==> config.mk <==
export PLATFORM = sky130hd
export DESIGN_NAME = hsa_port_adapter
export DESIGN_NICKNAME = d
export VERILOG_FILES = /design/src/rtl/hsa_pkg.sv /design/src/rtl/hsa_run_tracker.sv /design/src/rtl/hsa_vld_buffer.sv /design/src/rtl/hsa_port_adapter.sv
export SDC_FILE = /design/constraint.sdc
export NUM_CORES = 1
export LEC_CHECK = 0
export BUFFER_PORTS_ARGS = -buffer_cell sky130_fd_sc_hd__buf_4
export CORE_AREA = 10 10 47 49
export DETAILED_ROUTE_END_ITERATION = 6
export DIE_AREA = 0 0 57 59
export GPL_TIMING_DRIVEN = 0
export PLACE_DENSITY = 0.6
export SLEW_MARGIN = 20
export SYNTH_ARGS = -nofsm -noshare
export SYNTH_HDL_FRONTEND = slang
export SYNTH_SLANG_ARGS = --single-unit
==> constraint.sdc <==
create_clock -name clk -period 1.05 [get_ports clk]
set_input_delay 0.21 -clock clk [delete_from_list [all_inputs] [get_ports clk]]
set_output_delay 0.21 -clock clk [all_outputs]
set_load 0.03 [all_outputs]
==> src/rtl/hsa_pkg.sv <==
package hsa_pkg;
  typedef enum logic [1:0] {
    HSA_TWO_WAY    = 2'd0,
    HSA_ACK_ONLY   = 2'd1,
    HSA_VALID_ONLY = 2'd2,
    HSA_WIRE       = 2'd3
  } hsa_mode_e;
endpackage

==> src/rtl/hsa_run_tracker.sv <==
module hsa_run_tracker (
  input  logic clk,
  input  logic rst,
  input  logic start,
  output logic run_q
);
  always_ff @(posedge clk) begin
    if (rst)        run_q <= 1'b0;
    else if (start) run_q <= 1'b1;
  end

  // once active, stays active until reset
  p_run_sticky_r2: assert property (@(posedge clk) disable iff (rst)
    run_q |=> run_q);
endmodule

==> src/rtl/hsa_vld_buffer.sv <==
module hsa_vld_buffer #(
  parameter int DATA_W = 16
) (
  input  logic              clk,
  input  logic              rst,
  input  logic              run,
  input  logic [DATA_W-1:0] in_data,
  input  logic              in_valid,
  input  logic              rd,
  output logic              full_q,
  output logic [DATA_W-1:0] out_data,
  output logic              stall
);
  logic [DATA_W-1:0] hold_q;
  logic take_direct, capture, drain;

  always_comb begin
    take_direct = run & rd & ~full_q & in_valid;
    capture     = run & in_valid & ~take_direct;
    drain       = run & rd & full_q;
    out_data    = full_q ? hold_q : in_data;
    stall       = run & rd & ~full_q & ~in_valid;
  end

  always_ff @(posedge clk) begin
    if (rst) begin
      hold_q <= '0;
      full_q <= 1'b0;
    end else if (capture) begin
      hold_q <= in_data;
      full_q <= 1'b1;
    end else if (drain) begin
      full_q <= 1'b0;
    end
  end

  // valid without read stores the word
  p_capture_r6: assert property (@(posedge clk) disable iff (rst)
    (run && in_valid && !rd) |=> (full_q && hold_q == $past(in_data)));
  // read of a full buffer with no new word empties it
  p_drain_r7: assert property (@(posedge clk) disable iff (rst)
    (run && rd && full_q && !in_valid) |=> !full_q);
  // new word while full replaces the held one
  p_overwrite_r8: assert property (@(posedge clk) disable iff (rst)
    (run && full_q && in_valid) |=> (full_q && hold_q == $past(in_data)));
  // nothing is captured while idle
  p_idle_hold_r1: assert property (@(posedge clk) disable iff (rst)
    (!run && !full_q) |=> !full_q);
endmodule

==> src/rtl/hsa_port_adapter.sv <==
module hsa_port_adapter
  import hsa_pkg::*;
#(
  parameter hsa_mode_e MODE   = HSA_TWO_WAY,
  parameter int        DATA_W = 16
) (
  input  logic              clk,
  input  logic              rst,
  input  logic              start,
  input  logic [DATA_W-1:0] prod_data,
  input  logic              prod_valid,
  output logic              prod_ack,
  input  logic              core_rd,
  output logic              core_stall,
  output logic [DATA_W-1:0] core_data
);
  logic              run;
  logic [DATA_W-1:0] sel_data;
  logic              ack_c;
  logic              stall_c;
  logic              unused_valid;

  assign unused_valid = prod_valid;

  hsa_run_tracker u_run (
    .clk   (clk),
    .rst   (rst),
    .start (start),
    .run_q (run)
  );

  generate
    if (MODE == HSA_TWO_WAY) begin : g_two_way
      always_comb begin
        sel_data = prod_data;
        ack_c    = run & core_rd & prod_valid;
        stall_c  = run & core_rd & ~prod_valid;
      end
      // stall only on a read lacking valid
      p_stall_cause_r3: assert property (@(posedge clk) disable iff (rst)
        core_stall |-> (core_rd && !prod_valid));
      // acknowledge marks a completed read
      p_ack_cause_r4: assert property (@(posedge clk) disable iff (rst)
        prod_ack |-> (core_rd && prod_valid && !core_stall));
    end else if (MODE == HSA_ACK_ONLY) begin : g_ack_only
      always_comb begin
        sel_data = prod_data;
        ack_c    = run & core_rd;
        stall_c  = 1'b0;
      end
      // acknowledge only for a read
      p_ack_read_r5: assert property (@(posedge clk) disable iff (rst)
        prod_ack |-> (core_rd && !core_stall));
    end else if (MODE == HSA_VALID_ONLY) begin : g_valid_only
      logic              buf_full;
      logic [DATA_W-1:0] buf_data;
      logic              buf_stall;
      hsa_vld_buffer #(.DATA_W(DATA_W)) u_buf (
        .clk      (clk),
        .rst      (rst),
        .run      (run),
        .in_data  (prod_data),
        .in_valid (prod_valid),
        .rd       (core_rd),
        .full_q   (buf_full),
        .out_data (buf_data),
        .stall    (buf_stall)
      );
      always_comb begin
        sel_data = buf_data;
        ack_c    = 1'b0;
        stall_c  = buf_stall;
      end
      // no stall while a word is held or arriving
      p_stall_empty_r9: assert property (@(posedge clk) disable iff (rst)
        core_stall |-> (core_rd && !prod_valid && !buf_full));
    end else begin : g_wire
      always_comb begin
        sel_data = prod_data;
        ack_c    = 1'b0;
        stall_c  = 1'b0;
      end
    end
  endgenerate

  assign prod_ack   = ack_c;
  assign core_stall = stall_c;
  assign core_data  = run ? sel_data : '0;

  // idle adapter signals nothing
  p_idle_quiet_r1: assert property (@(posedge clk) disable iff (rst)
    !run |-> (!prod_ack && !core_stall && core_data == '0));
  // start takes effect at the next edge
  p_start_arms_r2: assert property (@(posedge clk) disable iff (rst)
    start |=> run);
endmodule

==> results.md <==
- **count of hold-fix buffers inserted at cts** 0
- **height of the chip** 59 µm
- **antenna violations before repair** 0
- **first-pass GRT wire length** 1500 µm
- **run status** completed
- **number of unique standard cell types used by synthesis** 7
- **horizontal extent of the die** 57 µm
- **number of global-route vias before repair** 341
- **crit path DAT** 0.80 ns
- **nature of the critical path startpoint** flop
- **worst setup margin** 0.0375 ns
- **die footprint** 0.00336 mm²
- **share of the clock period used by the worst path after layout** 96.4%
- **post-detailed-route count of antenna-violating nets** 0
- **mean routed wirelength per cell** 12.5 µm
- **share of final-layout standard cells stronger than drive strength 1** 93.2%
- **largest net degree at the start of global routing** 11
- **top-level port count** 39
- **Post-Synthesis Cell Area** 174 µm²
- **number of remaining DRC errors** 0
- **fin crit period** 1.01 ns
- **sequential cell area fraction in the yosys report** 11.5%
- **Overall Power** 270 µW
- **combinational fraction of design power** 82.6%
- **power dissipated by switching net loads** 111 µW
- **Crit Path Category** reg -> out
- **total global routing track utilization** 5.11%
- **final number of max-transition violations** 0
- **Synthesis Warnings** 0
- **highest ir drop seen on vdd** 0.249 mV
- **maximum clock frequency** 988 MHz
- **number of DRC violations after detailed-routing iteration 0** 0
- **clock latency on the worst-skew pair** 0 ns
- **effective utilization at floorplan** 12.4%
- **Largest Register** u_run.run_q
- **kind of end point of the critical path** primary output
- **routed wire length** 935 µm
- **met3 routing resource usage after global routing** 6.65%
- **net count reported at finish** 82
- **setup violators final** 0
- **clock slew seen by the registers of the worst setup and hold paths** 0 ns
- **CP Max Fanout** 10
- **Avg Cell Area, Syn** 8.28 µm²
- **fraction of power consumed by the clock network** 0%
- **clock skew after layout** 0 ns
- **largest area contributor in the synthesized netlist** sky130_fd_sc_hd__and2_2
- **proportion of power drawn by flip-flops and latches** 17.4%
- **number of instances in the synthesized netlist** 21
- **top cells by area in the synthesized netlist** sky130_fd_sc_hd__and2_2, sky130_fd_sc_hd__and2_1, sky130_fd_sc_hd__dfxtp_1, sky130_fd_sc_hd__buf_6, sky130_fd_sc_hd__and3b_2
- **largest registers** u_run.run_q x1
- **cell row count** 14
- **global route hottest layer** met3
- **Tightest Hold Check Type** in -> reg
- **leftover overflow at the end of global routing** 0
- **count of inserted antenna diode cells** 0
- **flip-flop and latch count after synthesis** 1
- **signed area change from the synthesized netlist to the final layout** 178%
- **Initial DRT Pass Iterations** 1
- **Leakage Power** 0.274 nW
- **total core area** 0.00140 mm²
- **post-place setup slack** -0.0802 ns
- **number of max-capacitance violations reported** 0
- **GR Layer Usage met2** 6.36%
- **Mapped Nets** 42
- **PwrDens** 560 mW/mm²
- **Port-buffer cells** 38
- **actual transition at the worst max-transition pin** 0.0940 ns
- **vias per cell** 3.85
- **met1 track utilization from global routing** 5.51%
- **switching part of the total** 41.2%
- **post-CTS repair timing setup buffer count** 0
- **P_int** 159 µW
- **number of flip-flops in the largest register** 1
- **proportion of netlist area held by the largest area contributor** 51.8%
- **Core Util, Final** 34.5%
- **relative slew slack** 93.7%
- **placer congestion estimate** 0.636
- **vias** 289
- **unrepaired setup endpoints after global routing** no
- **endpoints failing hold** 0
- **required time at the worst-slack endpoint** 0.84 ns
## final cells by class
cell class / instances / area, µm²
fill: 158 / 918
timing repair buffer: 38 / 285
multi-input combinational: 19 / 143
sequential: 1 / 23.8
tap: 16 / 20.0
buffer: 1 / 11.3
## worst max-delay path: stages (launching register included)
cell	delay, ns
sky130_fd_sc_hd__dfxtp_4	0.35
sky130_fd_sc_hd__buf_6	0.13
sky130_fd_sc_hd__and2_2	0.16
sky130_fd_sc_hd__buf_4	0.16
## power by group through the flow
stage | Sequential (mW) | Combinational (mW) | Clock, mW
floorplan | 0.0456 | 0.115 | 0
global placement | 0.0474 | 0.226 | 0
detailed placement | 0.0479 | 0.227 | 0
CTS | 0.0484 | 0.228 | 0
global route | 0.0483 | 0.241 | 0
finish | 0.0470 | 0.223 | 0
## cell usage after synthesis
master                     n
sky130_fd_sc_hd__and2_2   12
sky130_fd_sc_hd__dfxtp_1   1
sky130_fd_sc_hd__o21ba_2   1
sky130_fd_sc_hd__and2_1    4
sky130_fd_sc_hd__buf_6     1
sky130_fd_sc_hd__and3_2    1
sky130_fd_sc_hd__and3b_2   1
## cell families (layout without fill, tap and decap cells)
group / after synthesis / count (layout) / synth area share, %
AND/OR/NAND/NOR: 18 / 18 / 76.3
AO/OA/AOI/OAI: 1 / 1 / 5.76
flip-flops: 1 / 1 / 11.5
buffers and inverters: 1 / 39 / 6.47
## metrics by stage
step | cell area (µm²) | hold WS, ns | instances | setup TNS [ns]
floorplan | 174 | 0.336 | 21 | 0
global placement | 479 | 0.421 | 75 | -0.555
detailed placement | 479 | 0.426 | 75 | -0.769
CTS | 480 | 0.426 | 75 | 0
global route | 483 | 0.433 | 75 | 0
finish | 483 | 0.424 | 75 | 0
## metal layers
metal	up-vias	part of all wire (%)
met1	111	37
met5	-	0
met2	37	30
met4	0	0
met3	0	33
li1	141	-
## layout by cell type (no fill, tap or decap)
cell type	Yosys	final
sky130_fd_sc_hd__and2_1	4	4
sky130_fd_sc_hd__and3b_2	1	1
sky130_fd_sc_hd__dfxtp_4	0	1
sky130_fd_sc_hd__and3_2	1	1
sky130_fd_sc_hd__and2_2	12	12
sky130_fd_sc_hd__o21ba_2	1	1
sky130_fd_sc_hd__buf_4	0	38
sky130_fd_sc_hd__buf_6	1	1
## path summary, 6_finish.rpt
kind | cells past startpoint | slack [ns] | end | from
hold reg to reg | 1 | 0.54 | u_run.run_q$_SDFFE_PP0P_ | u_run.run_q$_SDFFE_PP0P_
setup / recovery | 3 | 0.04 | core_data[7] | u_run.run_q$_SDFFE_PP0P_
hold / removal | 2 | 0.42 | u_run.run_q$_SDFFE_PP0P_ | start
setup reg to reg | 1 | 0.38 | u_run.run_q$_SDFFE_PP0P_ | u_run.run_q$_SDFFE_PP0P_
## what timing repair did
item / CTS / global route
pin swaps: 0 / 0
setup endpoints to repair: 11 / 10
cloned: 0 / 0
gates resized for setup: 1 / 1
endpoints found under the hold margin: 0 / 0
(Power assumes the default switching activity.)
